$ cat config.mk
export PLATFORM = sky130hd
export DESIGN_NAME = rx_char_fifo
export DESIGN_NICKNAME = d
export VERILOG_FILES = /design/src/rtl/rx_fifo_pkg.sv /design/src/rtl/rx_fifo_store.sv /design/src/rtl/rx_fifo_timer.sv /design/src/rtl/rx_fifo_flags.sv /design/src/rtl/rx_char_fifo.sv
export SDC_FILE = /design/constraint.sdc
export NUM_CORES = 1
export LEC_CHECK = 0
export BUFFER_PORTS_ARGS = -buffer_cell sky130_fd_sc_hd__buf_4
export CAP_MARGIN = 20
export CORE_MARGIN = 10
export CORE_UTILIZATION = 50
export CTS_BUF_LIST = sky130_fd_sc_hd__clkbuf_4 sky130_fd_sc_hd__clkbuf_8
export CTS_CLUSTER_DIAMETER = 30
export DETAILED_ROUTE_END_ITERATION = 8
export PLACE_DENSITY = 0.68
export SYNTH_ARGS = -nofsm -noshare
export SYNTH_HDL_FRONTEND = slang
export SYNTH_SLANG_ARGS = --single-unit
$ cat constraint.sdc
create_clock -name clk -period 5.4 [get_ports clk]
set_input_delay 0.81 -clock clk [delete_from_list [all_inputs] [get_ports clk]]
set_output_delay 0.81 -clock clk [all_outputs]
set_load 0.05 [all_outputs]
$ cat src/rtl/rx_fifo_pkg.sv
package rx_fifo_pkg;

    typedef struct packed {
        logic       brk;
        logic       frm;
        logic       par;
        logic [7:0] data;
    } rx_word_t;

    // Threshold in characters for the two-bit select.
    function automatic int unsigned trig_bytes(input logic [1:0] sel);
        case (sel)
            2'b00:   return 1;
            2'b01:   return 4;
            2'b10:   return 8;
            default: return 14;
        endcase
    endfunction

    function automatic logic word_has_err(input rx_word_t w);
        return w.brk | w.frm | w.par;
    endfunction

endpackage

$ cat src/rtl/rx_fifo_store.sv
module rx_fifo_store
    import rx_fifo_pkg::*;
#(
    parameter int DEPTH = 16,
    parameter int CW    = $clog2(DEPTH + 1)
) (
    input  logic          clk,
    input  logic          rst,
    input  logic          clr,
    input  logic          cap_one,
    input  logic          push,
    input  rx_word_t      push_word,
    input  logic          pop_req,
    output rx_word_t      head_word,
    output logic [CW-1:0] count,
    output logic          acc_push,
    output logic          do_pop,
    output logic          overwrite,
    output logic          ovr_evt
);
    localparam int AW = $clog2(DEPTH);

    rx_word_t        mem [DEPTH];
    logic [AW-1:0]   wr_ptr, rd_ptr;
    logic [CW-1:0]   limit;
    logic            empty, at_limit;

    always_comb begin
        empty     = (count == '0);
        limit     = cap_one ? CW'(1) : CW'(DEPTH);
        at_limit  = (count >= limit);
        do_pop    = pop_req & ~empty & ~clr;
        acc_push  = push & ~clr & (~at_limit | do_pop);
        ovr_evt   = push & ~clr & at_limit & ~do_pop;
        overwrite = ovr_evt & cap_one;
        head_word = mem[rd_ptr];
    end

    always_ff @(posedge clk) begin
        if (acc_push)       mem[wr_ptr] <= push_word;
        else if (overwrite) mem[rd_ptr] <= push_word;
    end

    always_ff @(posedge clk) begin
        if (rst || clr) begin
            wr_ptr <= '0;
            rd_ptr <= '0;
            count  <= '0;
        end else begin
            if (acc_push) wr_ptr <= wr_ptr + AW'(1);
            if (do_pop)   rd_ptr <= rd_ptr + AW'(1);
            count <= count + CW'(acc_push) - CW'(do_pop);
        end
    end

    // occupancy never exceeds the depth
    a_r2_count_bound: assert property (@(posedge clk) disable iff (rst)
        count <= CW'(DEPTH));

    // a dropped write leaves the queue untouched
    a_r5_full_drop: assert property (@(posedge clk) disable iff (rst)
        (ovr_evt && !cap_one) |=> (count == $past(count)) && (head_word == $past(head_word)));

    // flush empties at the next edge
    a_r8_clear_empties: assert property (@(posedge clk) disable iff (rst)
        clr |=> (count == '0));

endmodule

$ cat src/rtl/rx_fifo_timer.sv
module rx_fifo_timer #(
    parameter int TMO_CHARS = 4,
    parameter int TW        = $clog2(TMO_CHARS + 1)
) (
    input  logic clk,
    input  logic rst,
    input  logic active,
    input  logic restart,
    input  logic tick,
    output logic tmo_flag
);
    logic [TW-1:0] cnt;
    logic          at_end;

    assign at_end   = (cnt == TW'(TMO_CHARS));
    assign tmo_flag = active & at_end;

    always_ff @(posedge clk) begin
        if (rst || restart || !active) cnt <= '0;
        else if (tick && !at_end)      cnt <= cnt + TW'(1);
    end

    // the flag can only appear on a counted character time
    a_r4_rise_on_tick: assert property (@(posedge clk) disable iff (rst)
        $rose(tmo_flag) |-> $past(tick));

    // traffic clears the flag
    a_r4_restart_clears: assert property (@(posedge clk) disable iff (rst)
        restart |=> !tmo_flag);

endmodule

$ cat src/rtl/rx_fifo_flags.sv
module rx_fifo_flags #(
    parameter int CW = 5
) (
    input  logic clk,
    input  logic rst,
    input  logic clr,
    input  logic inc,
    input  logic dec,
    input  logic ovr_evt,
    input  logic lsr_rd,
    output logic err_sum,
    output logic overrun
);
    logic [CW-1:0] err_cnt, err_cnt_nxt;

    always_comb begin
        if (clr) err_cnt_nxt = '0;
        else     err_cnt_nxt = err_cnt + CW'(inc) - CW'(dec);
    end

    always_ff @(posedge clk) begin
        if (rst) begin
            err_cnt <= '0;
            err_sum <= 1'b0;
            overrun <= 1'b0;
        end else begin
            err_cnt <= err_cnt_nxt;
            err_sum <= lsr_rd ? (err_cnt_nxt != '0) : (err_sum | inc);
            overrun <= ovr_evt | (overrun & ~lsr_rd);
        end
    end

    // a status read clears the sticky overrun
    a_r6_lsr_clears: assert property (@(posedge clk) disable iff (rst)
        (lsr_rd && !ovr_evt) |=> !overrun);

    // overrun is set by the event
    a_r6_ovr_sets: assert property (@(posedge clk) disable iff (rst)
        ovr_evt |=> overrun);

    // an accepted errored character sets the summary
    a_r7_sum_sets: assert property (@(posedge clk) disable iff (rst)
        inc |=> err_sum);

endmodule

$ cat src/rtl/rx_char_fifo.sv
module rx_char_fifo
    import rx_fifo_pkg::*;
#(
    parameter int DEPTH     = 16,
    parameter int TMO_CHARS = 4
) (
    input  logic       clk,
    input  logic       rst,
    input  logic       fifo_en,
    input  logic       fifo_clr,
    input  logic [1:0] trig_sel,
    input  logic       wr_valid,
    input  logic [7:0] wr_data,
    input  logic       wr_par_err,
    input  logic       wr_frame_err,
    input  logic       wr_brk,
    input  logic       rd_strobe,
    input  logic       lsr_rd,
    input  logic       char_tick,
    output logic [7:0] rd_data,
    output logic       head_par_err,
    output logic       head_frame_err,
    output logic       head_brk,
    output logic       data_ready,
    output logic [4:0] fill_count,
    output logic       trig_hit,
    output logic       tmo_flag,
    output logic       err_sum,
    output logic       overrun
);
    localparam int CW = $clog2(DEPTH + 1);

    rx_word_t      in_word, head_word;
    logic [CW-1:0] count, trig_lvl;
    logic          en_q, flush, acc_push, do_pop, overwrite, ovr_evt;
    logic          err_inc, err_dec, restart, tmo_raw;

    always_ff @(posedge clk) begin
        if (rst) en_q <= 1'b0;
        else     en_q <= fifo_en;
    end

    always_comb begin
        in_word = '{brk: wr_brk, frm: wr_frame_err, par: wr_par_err, data: wr_data};
        flush   = fifo_clr | (fifo_en != en_q);
        err_inc = (acc_push | overwrite) & word_has_err(in_word);
        err_dec = (do_pop | overwrite) & word_has_err(head_word);
        restart = acc_push | overwrite | do_pop | flush;
        trig_lvl = CW'(trig_bytes(trig_sel));
    end

    rx_fifo_store #(.DEPTH(DEPTH), .CW(CW)) u_store (
        .clk       (clk),
        .rst       (rst),
        .clr       (flush),
        .cap_one   (~fifo_en),
        .push      (wr_valid),
        .push_word (in_word),
        .pop_req   (rd_strobe),
        .head_word (head_word),
        .count     (count),
        .acc_push  (acc_push),
        .do_pop    (do_pop),
        .overwrite (overwrite),
        .ovr_evt   (ovr_evt)
    );

    rx_fifo_timer #(.TMO_CHARS(TMO_CHARS)) u_timer (
        .clk      (clk),
        .rst      (rst),
        .active   (fifo_en & (count != '0)),
        .restart  (restart),
        .tick     (char_tick),
        .tmo_flag (tmo_raw)
    );

    rx_fifo_flags #(.CW(CW)) u_flags (
        .clk     (clk),
        .rst     (rst),
        .clr     (flush),
        .inc     (err_inc),
        .dec     (err_dec),
        .ovr_evt (ovr_evt),
        .lsr_rd  (lsr_rd),
        .err_sum (err_sum),
        .overrun (overrun)
    );

    assign rd_data        = head_word.data;
    assign head_par_err   = head_word.par;
    assign head_frame_err = head_word.frm;
    assign head_brk       = head_word.brk;
    assign data_ready     = (count != '0);
    assign fill_count     = 5'(count);
    assign trig_hit       = fifo_en & (count >= trig_lvl);
    assign tmo_flag       = tmo_raw;

    // the single-register mode raises neither level nor timeout flag
    a_r9_legacy_quiet: assert property (@(posedge clk) disable iff (rst)
        !fifo_en |-> !tmo_flag);

    // a mode change empties the queue
    a_r10_mode_flush: assert property (@(posedge clk) disable iff (rst)
        (fifo_en != en_q) |=> (count == '0));

endmodule

==> results.md <==
Status:
- The flow ran to the end, and the final reports show no timing, DRC or antenna violations.

Logic synthesis:
- The netlist area before placement is 8490 µm².
- In this run, synthesis inferred 176 flip-flops with an integrated enable.
- The gate count after technology mapping is 479.
- The count of warnings emitted by yosys is 0.
- The average cell area after synthesis is 17.7 µm².
- After synthesis, the netlist uses 49 different library cells.
- Summed over all instances, the cell type with the most area after synthesis is edfxtp_1.
- The fraction of synthesis flops using an asynchronous set or reset pin is 0%.
- Counting every net in the synthesized netlist gives 525.
- The share of the synthesized area in the top cell type is 62.2%.
- In the synthesized netlist the dominant register cell turns out to be edfxtp_1.
- After synthesis, the cell types taking the most area are edfxtp_1 (62%), mux4_2 (14%), dfxtp_1 (6.6%).
- The most common cell in the synthesized netlist is edfxtp_1.
- The part of the Yosys area used for sequential elements is 68.8%.
- The synthesized design contains 204 register bits.
- The commonest cells after synthesis are edfxtp_1 (176), mux4_2 (53), nor2_1 (32), dfxtp_1 (28), inv_1 (24).

STA:
- Final hold analysis gives a worst-case slack of 0.472 ns.
- Measured against its own limit, the worst slew margin works out to 35.3%.
- The transition time at the pin with the least slew margin is 0.971 ns.
- Setup repair after global routing left no endpoint under its margin.
- The number of max-slew violations in the final report was 0.
- Setup violations remaining at the end of the flow were counted as 0.
- The clock period minus worst slack is 4.25 ns.
- For this run, the top clock speed supported by timing is 235 MHz.
- The summed negative setup slack over all endpoints is 0 ns.
- Across the routed clock network, the largest skew measured is 0.0281 ns.
- The count of final hold-check violations came to 0.
- The portion of the clock cycle consumed by the worst path in the final layout is 78.7%.

Setup path:
- The required time of the critical path is 5.82 ns.
- The maximum fanout along the worst path is 22.
- STA classifies the critical path endpoint as a flip-flop.
- Data on the critical path arrives at its endpoint at 4.66 ns.
- The startpoint kind of the worst setup timing path is a flip-flop.
- By startpoint and endpoint, the worst setup path is classified as reg -> reg.

Global routing:
- The pin count of the biggest net entering global routing is 27.
- The first global-routing pass estimated 28000 µm of wire.
- Global routing finished with a remaining overflow of 0.
- The number of antenna violations at the first check in global routing is 0.
- The via count of the first global-routing pass came to 4974.
- In the global route stage, overall resource usage came out at 16.4%.

Power:
- In this run the power density over the cells is 350 nW/µm².
- Summed over all cells, the static leakage comes to 3.32 nW.
- The worst IR drop on VDD is 0.167 mV.

Drt:
- In this run, the number of DRC markers left after iteration 0 of detailed routing was 368.
- Wires add up to 17800 µm.
- Dividing the detail-routed wire length by the instance count gives 22.0 µm.
- Detailed routing inserted a total of 4677 vias.
- For this run, design rule violations remaining after detail routing come to 0.
- The count of nets left with antenna violations once routing finished came out at 0.
- The average vias per placed instance is 5.77.
- The first detailed-routing pass ran for 5 iterations.

Die:
- The width of the die is 150 µm.
- Once the floorplan was initialized, standard cells occupied 51.0% of the core.
- The floorplan step defined a die boundary enclosing 22600 µm².
- The floorplan step set the die height to 150 µm.
- In this run the count of I/O pins placed on the die edge is 42.
- The row count is 47.
- The core region area is 16600 µm².

Clocking:
- For the worst-skew pair, the clock arrives at the later sink with an insertion delay of 0.53 ns.
- The number of post-CTS setup repair buffers is 0.
- Post-CTS repair changed the size of 0 cells.
- The maximum buffer depth of the clock tree is 3.
- The number of buffers inserted for hold repair after clock tree synthesis is 0.
- The total CTS buffers is 41.
- Clock-pin slew was measured on the worst setup and hold paths at 0.06 ns.
- CTS placed an instance of clkbuf_8 at the clock tree root.
- In this run the number of H-tree levels came out at 2.
- TritonCTS built the clock tree.
- The clock drives 204 sinks.

Final layout:
- The count of cells in the finished layout, fillers not included, comes to 810.
- The net count of the finished layout is 610.
- The number of diodes is 0.
- The share of final-layout standard cells stronger than drive strength 1 is 32.7%.
- The area growth from synthesis to layout is 18.6%.
- The post-route cell area is 10100 µm².
- The number of filler cells placed in the layout is 1221.

Placement:
- The count of buffers added on input and output ports is 41.
- The post-detailed-placement half-perimeter wirelength is 11100 µm.
- The number of placed instances, taps included, is 741.
- Once placement finished, the instance area stood at 9180 µm².
- The congestion estimate from routability-driven global placement came to 0.790.

Worst hold path:
- The path class of the lowest-slack min-delay path is in -> reg.

Job:
- The tool flagged a number of max-cap violations equal to 0.
-- stage by stage --
stage | worst slack [ns] | power, mW | utilization, %
finish | 1.15 | 3.52 | 60.5
global route | 0.805 | 3.64 | 60.5
CTS | 1.06 | 3.56 | 60.5
detailed placement | 1.07 | 1.85 | 55.2
global placement | 1.27 | 1.84 | 55.1
floorplan | 1.42 | 1.80 | -
-- cell usage in the layout, fill, tap and decap left out, types with 2 or more instances in the layout --
cell type and instances:
dfxtp_2 2, fa_1 2, a2111oi_0 2, inv_1 24, nand4_1 6, clkbuf_8 42
a21oi_1 19, xor2_1 6, clkinv_4 2, nor2b_1 5, nand3_1 7, xnor2_1 9
a211oi_1 2, nand2b_1 4, ha_1 23, dfxtp_1 26, o22ai_1 8, clkbuf_4 7
clkinv_2 5, nor3_1 2, and4b_1 2, clkinvlp_4 3, and3_1 2, edfxtp_1 176
o21ai_0 2, nand2_1 12, nand3b_1 6, mux2i_1 3, clkinv_1 3, mux4_2 53
nor2_1 32, bufinv_16 6, buf_4 61, o32ai_4 2, nor4b_1 2, or3_1 2
-- path summary, 6_finish.rpt --
check	startpoint	end	cells after the start	slack (ns)
min reg2reg	u_flags.overrun$_SDFF_PP0_	u_flags.overrun$_SDFF_PP0_	2	0.47
max reg2reg	flip-flop	u_flags.err_sum$_SDFF_PP0_	15	1.15
max	flip-flop	u_flags.err_sum$_SDFF_PP0_	15	1.15
min	rst	u_flags.err_sum$_SDFF_PP0_	2	0.47
-- routing by layer --
metal / global-route usage (%) / part of all wire (%) / wire length [µm]
met5: 0 / 0 / 0
met2: 26.5 / 49 / 8710
met1: 20.7 / 41 / 7310
met4: 6.85 / 3.4 / 607
met3: 4.32 / 6.8 / 1210
-- sequential cells by signal, summed over array words and instances (netlist names), named ones only --
name             count
en_q                 1
u_flags.err_cnt      5
u_flags.err_sum      1
u_flags.overrun      1
u_store.mem        176
u_store.wr_ptr       4
u_store.rd_ptr       4
u_timer.cnt          3
u_store.count        5
-- layout make-up --
| class | instances | area, µm² | area share (%) |
|---|---|---|---|
| clock buffer | 49 | 631 | 6.26 |
| clock inverter | 20 | 265 | 2.63 |
| timing repair buffer | 62 | 462 | 4.58 |
| multi-input combinational | 231 | 2500 | 24.9 |
| tap | 220 | 275 | 2.73 |
| sequential | 204 | 5850 | 58.0 |
| inverter | 24 | 90.1 | 0.894 |
-- report_power, final --
group          switching, mW  internal, mW  total (mW)
clock                  0.645          1.06        1.71
sequential           0.00236          1.72        1.72
combinational         0.0629        0.0342      0.0972
total                  0.710          2.81        3.52
-- logic make-up after synthesis --
family / after synthesis / share of synthesized area, %
buf+inv: 44 / 2.14
xor+xnor: 15 / 1.55
mux: 56 / 14.4
compound gates: 45 / 3.48
fa+ha+maj: 25 / 3.86
simple gates: 90 / 5.76
flops: 204 / 68.8
-- worst max-delay path, stage by stage (launching register included) --
cell and delay, ns:
dfxtp_2 0.86, mux4_2 0.60, nor2b_1 0.14, a211oi_1 0.23, a21oi_1 0.10, o32a_1 0.42, ha_1 0.27, inv_1 0.06
ha_1 0.15, inv_1 0.05, fa_1 0.41, nor2b_1 0.13, o21ai_0 0.10, a21oi_1 0.21, nor4b_1 0.08, a2111oi_0 0.33
(Power assumes the default switching activity.)
